**src/rtl/edac_pkg.sv**
```systemverilog
package edac_pkg;

    typedef enum logic [1:0] {
        MODE_GEN  = 2'b00,
        MODE_DET  = 2'b01,
        MODE_COR  = 2'b10,
        MODE_COR2 = 2'b11
    } edac_mode_e;

    // Column assigned to data bit idx: idx-th smallest value of weight three.
    function automatic logic [31:0] col_code(input int idx, input int chk_w);
        int          seen;
        logic [31:0] res;
        seen = 0;
        res  = '0;
        for (int v = 0; v < (1 << chk_w); v++) begin
            if ($countones(32'(v)) == 3) begin
                if (seen == idx) res = 32'(v);
                seen++;
            end
        end
        return res;
    endfunction

    // Number of weight-three columns available for chk_w check bits.
    function automatic int col_capacity(input int chk_w);
        return (chk_w * (chk_w - 1) * (chk_w - 2)) / 6;
    endfunction

endpackage

```
**src/rtl/edac_encoder.sv**
```systemverilog
module edac_encoder #(
    parameter int DATA_W = 16,
    parameter int CHK_W  = 6
) (
    input  logic [DATA_W-1:0] data_i,
    output logic [CHK_W-1:0]  chk_o
);
    logic [CHK_W-1:0] col_w [DATA_W];

    for (genvar i = 0; i < DATA_W; i++) begin : g_col
        localparam logic [31:0] COL = edac_pkg::col_code(i, CHK_W);
        assign col_w[i] = COL[CHK_W-1:0];
    end

    always_comb begin
        chk_o = '0;
        for (int j = 0; j < CHK_W; j++) begin
            for (int i = 0; i < DATA_W; i++) begin
                if (col_w[i][j]) chk_o[j] = chk_o[j] ^ data_i[i];
            end
        end
    end
endmodule

```
**src/rtl/edac_locator.sv**
```systemverilog
module edac_locator #(
    parameter int DATA_W = 16,
    parameter int CHK_W  = 6
) (
    input  logic [CHK_W-1:0]  syn_i,
    output logic [DATA_W-1:0] data_hit_o,
    output logic [CHK_W-1:0]  chk_hit_o,
    output logic              single_o,
    output logic              double_o
);
    for (genvar i = 0; i < DATA_W; i++) begin : g_dhit
        localparam logic [31:0] COL = edac_pkg::col_code(i, CHK_W);
        assign data_hit_o[i] = (syn_i == COL[CHK_W-1:0]);
    end

    for (genvar j = 0; j < CHK_W; j++) begin : g_chit
        assign chk_hit_o[j] = (syn_i == CHK_W'(1 << j));
    end

    logic nonzero;
    assign nonzero  = |syn_i;
    assign single_o = (|data_hit_o) | (|chk_hit_o);
    assign double_o = nonzero & ~single_o;
endmodule

```
**src/rtl/edac_corrector.sv**
```systemverilog
module edac_corrector #(
    parameter int DATA_W = 16
) (
    input  logic [DATA_W-1:0] data_i,
    input  logic [DATA_W-1:0] hit_i,
    input  logic              en_i,
    output logic [DATA_W-1:0] data_o
);
    logic [DATA_W-1:0] flip;
    assign flip   = en_i ? hit_i : '0;
    assign data_o = data_i ^ flip;
endmodule

```
**src/rtl/edac_unit.sv**
```systemverilog
module edac_unit #(
    parameter int DATA_W = 16,
    parameter int CHK_W  = 6
) (
    input  logic              clk,
    input  logic              rst,
    input  logic [1:0]        mode_i,
    input  logic [DATA_W-1:0] data_i,
    input  logic [CHK_W-1:0]  chk_i,
    output logic [DATA_W-1:0] data_o,
    output logic [CHK_W-1:0]  chk_o,
    output logic [CHK_W-1:0]  syn_o,
    output logic              sgl_err_o,
    output logic              dbl_err_o
);
    import edac_pkg::*;

    localparam int CAP = col_capacity(CHK_W);

    typedef struct packed {
        logic [DATA_W-1:0] data;
        logic [CHK_W-1:0]  chk;
        logic [CHK_W-1:0]  syn;
        logic              sgl;
        logic              dbl;
    } out_t;

    out_t out_d, out_q;

    edac_mode_e        mode;
    logic [CHK_W-1:0]  gen_chk;
    logic [CHK_W-1:0]  syn_raw;
    logic [DATA_W-1:0] data_hit;
    logic [CHK_W-1:0]  chk_hit;
    logic              is_single;
    logic              is_double;
    logic              fix_en;
    logic [DATA_W-1:0] fixed_data;

    assign mode = edac_mode_e'(mode_i);

    edac_encoder #(.DATA_W(DATA_W), .CHK_W(CHK_W)) u_enc (
        .data_i (data_i),
        .chk_o  (gen_chk)
    );

    assign syn_raw = gen_chk ^ chk_i;

    edac_locator #(.DATA_W(DATA_W), .CHK_W(CHK_W)) u_loc (
        .syn_i      (syn_raw),
        .data_hit_o (data_hit),
        .chk_hit_o  (chk_hit),
        .single_o   (is_single),
        .double_o   (is_double)
    );

    assign fix_en = (mode == MODE_COR) || (mode == MODE_COR2);

    edac_corrector #(.DATA_W(DATA_W)) u_fix (
        .data_i (data_i),
        .hit_i  (data_hit),
        .en_i   (fix_en),
        .data_o (fixed_data)
    );

    always_comb begin
        out_d = '0;
        unique case (mode)
            MODE_GEN: begin
                out_d.data = data_i;
                out_d.chk  = gen_chk;
            end
            MODE_DET: begin
                out_d.data = data_i;
                out_d.chk  = chk_i;
                out_d.syn  = syn_raw;
                out_d.sgl  = is_single;
                out_d.dbl  = is_double;
            end
            default: begin
                out_d.data = fixed_data;
                out_d.chk  = chk_i;
                out_d.syn  = syn_raw;
                out_d.sgl  = is_single;
                out_d.dbl  = is_double;
            end
        endcase
    end

    always_ff @(posedge clk) begin
        if (rst) out_q <= '0;
        else     out_q <= out_d;
    end

    assign data_o    = out_q.data;
    assign chk_o     = out_q.chk;
    assign syn_o     = out_q.syn;
    assign sgl_err_o = out_q.sgl;
    assign dbl_err_o = out_q.dbl;

    initial begin
        if (DATA_W > CAP) $error("DATA_W exceeds available weight-three columns");
    end
endmodule

```
**config.mk**
```make
export PLATFORM = sky130hd
export DESIGN_NAME = edac_unit
export DESIGN_NICKNAME = d
export VERILOG_FILES = /design/src/rtl/edac_pkg.sv /design/src/rtl/edac_encoder.sv /design/src/rtl/edac_locator.sv /design/src/rtl/edac_corrector.sv /design/src/rtl/edac_unit.sv
export SDC_FILE = /design/constraint.sdc
export NUM_CORES = 1
export LEC_CHECK = 0
export BUFFER_PORTS_ARGS = -buffer_cell sky130_fd_sc_hd__buf_2
export CAP_MARGIN = 10
export CORE_MARGIN = 2
export CORE_UTILIZATION = 50
export CTS_CLUSTER_SIZE = 14
export DETAILED_ROUTE_END_ITERATION = 8
export MAX_ROUTING_LAYER = met4
export PLACE_DENSITY_LB_ADDON = 0.05
export SLEW_MARGIN = 30
export SYNTH_ARGS = -nofsm -noshare
export SYNTH_HDL_FRONTEND = slang
export SYNTH_SLANG_ARGS = --single-unit
```
**constraint.sdc**
```tcl
create_clock -name clk -period 2.5 [get_ports clk]
set_clock_uncertainty 0.1 [all_clocks]
set_input_delay 0.25 -clock clk [delete_from_list [all_inputs] [get_ports clk]]
set_output_delay 0.25 -clock clk [all_outputs]
set_load 0.02 [all_outputs]
```
==> results.toml <==
[logic_synthesis]
syn_inst = 176
syn_avg_cell_area_um2 = 9.661
netlist.area_leader.share_pct = 35.32
synthDistinctLibCells = 31
post_synthesis_sequential_element_count = 30
synth.cells.most_frequent = "32 x xnor2_1, 30 x dfxtp_1, 27 x nor2_1, 16 x nor3_1, 9 x nand2_1"
async_set_reset_flop_share_out_of_synthesis_pct = 0
seq_area_frac_synth_pct = 35.32
post_synth_simple_gate_area_pct = 20.82
post_syn_nets = 202
synth_enable_flop_cells = 0
yosysMostFrequentCell = "xnor2_1"
ys_dominant_reg_cell = "dfxtp_1"
synth_adder_area_share_pct = 0
post_synth_mux_area_share_pct = 0.5887
synth_xor_area_share_pct = 37.23
mappedNetlistArea_um2 = 1700
synth_top_family_by_area = "XOR/XNOR gates"
netlist.top_cell.by_area = "dfxtp_1"
synth_compound_area_share_pct = 4.121
yosysWarnings = 0
post_synth_main_area_contributors = "dfxtp_1 35%, xnor2_1 16%, xnor3_1 6.6%"

[sta]
pins_over_their_slew_limit = 0
finalSetupViolations = 0
tightest_slew_ns = 0.4241
post-route-period-util_pct = 92.85
fmaxAchievable_mhz = 430.8
setup_tns_after_final_layout_ns = 0
layout_min_cycle_time_ns = 2.321
hold_viol = 0
rsz0062_at_grt = "no"
worst_relative_slew_slack_pct = 71.72

[detailed_routing]
route.detailed.vias_per_inst = 4.844
route.vias.total = 1458
residual_drc_count = 0
ant_nets = 0
dr.first_iter.drc_count = 57
dr.pass1.iters = 4
route.final.wire_length_mm = 4.246
routedWlPerCell_um = 14.11

[setup_path]
worstPathCellList = "buf_2 > xnor3_1 > xor2_1 > xor3_1 > buf_4 > xnor2_1 > mux2i_1 > o22ai_1 > and2_1"
critical_path_at_ns = 2.46
critPathSlowestCell = "xor3_1"
critPathCaptureType = "register"
worst_ep_required_time_ns = 2.64
path_buf_inv = 2
longest_individual_stage_delay_on_the_worst_path_ns = 0.50
crit_path_leading_delay_family = "XOR/XNOR gates"
worstPathMaxFanout = 6
timing_worst_setup_path_type = "input port to register"
crit_start_category = "input port"

[global_route]
global_route.usage.total_pct = 24.48
grt_pass1_vias = 1530
gr-usage-met3_pct = 6.159
grt_util_met2_pct = 42.12
grt_start_max_net_pins = 24
antenna_violations_before_repair = 0
routing_usage_on_met1_pct = 28.47
grt_overflow = 0
grt_most_used_layer = "met2"
grt_first_pass_wirelength_mm = 7.148

[clock_tree]
clock_sink_count = 30
count_of_hold_fix_buffers_inserted_at_cts = 0
cts_buffer_depth = 2
cts_buffer_count = 5
clock_pin_slew_on_the_worst_setup_and_hold_paths_ns = 0.10
postCtsSetupBuffers = 0
htree_num_levels = 2
cts_repair_resize_count = 0
clock-root-buffer = "clkbuf_4"
tritoncts = "yes"

[power_and_ir_drop]
power_density_nw_per_um2 = 865.2
total_leakage_power_nw = 1.066
power.ir.vdd_worst_mv = 0.3875

[place]
hpwl_mm = 3.442
port-buffer-count = 55
placement.cell_area_um2 = 2190
weighted_congestion_reported_at_the_end_of_routability_driven_placement = 0.8241

[die]
fp.dieH_um = 62.32
fp.dieArea_um2 = 3883
core_area_um2 = 3311
initial_utilization_pct = 51.36
floorplan.io_pins = 56
floorplan.rows = 21
width_of_the_chip_um = 62.32

[finish]
design_area_um2 = 2267
num-nets-final = 280
final_layout_size_suffix_gt1_share_pct = 36.86
area_growth_syn_to_layout_pct = 33.33
diodes = 0

[hold_path]
hold_class = "input port to register"

[flow_run]
drv_cap = 0

[outcome]
run_status = "complete, no violations"
where the power goes:
part | switching, mW | internal (mW)
sequential | 0.0128 | 0.538
combinational | 0.547 | 0.486
clock | 0.170 | 0.207
cell usage in the layout, fill, tap and decap left out, types with 7 or more instances in the layout:
cell,netlist,layout
nand2_1,9,9
buf_4,0,22
buf_2,0,55
nor3_1,16,16
xnor2_1,32,32
nor2_1,27,27
dfxtp_1,30,30
xor2_1,7,7
per-layer routing:
metal,vias to the layer above,share of wire [%]
met2,61,49
li1,732,-
met3,7,6.2
met1,658,43
met5,-,0
met4,0,1.7
through the flow:
stage	power (mW)	util (%)	hold slack (ns)	worst slack (ns)	std cells
floorplan	1.212	-	0.2216	0.1918	176
global placement	1.555	66.14	0.4089	-0.1038	293
detailed placement	1.583	66.14	0.4204	-0.1519	293
CTS	1.969	68.48	0.05395	0.1958	301
global route	2.079	68.48	0.04796	0.05800	301
finish	1.962	68.48	0.06179	0.1787	301
cells by family after synthesis:
family / count (synthesis)
compound gates: 13
xor+xnor: 52
buf+inv: 8
flops: 30
mux: 1
simple gates: 72
cell type report:
cell class / instances / area, um2
Timing Repair Buffer: 78 / 460.4
Tap cell: 46 / 57.56
Fill cell: 303 / 1044
Clock inverter: 3 / 40.04
Multi-Input combinational cell: 138 / 1067
Inverter: 1 / 3.754
Sequential cell: 30 / 600.6
Clock buffer: 5 / 37.54
final timing paths:
| check | endpoint | cells after the start | slack (ns) | startpoint |
|---|---|---|---|---|
| worst max-delay path | dbl_err_o$_SDFF_PP0_ | 9 | 0.18 | data_i[13] |
| worst min-delay path | chk_o[0]$_SDFF_PP0_ | 3 | 0.06 | chk_i[0] |
state kept, by name, summed over array words and instances, names as in the netlist:
signal     count
sgl_err_o      1
data_o        16
chk_o          6
dbl_err_o      1
syn_o          6
No activity file was read; power rests on OpenSTA's default activity.
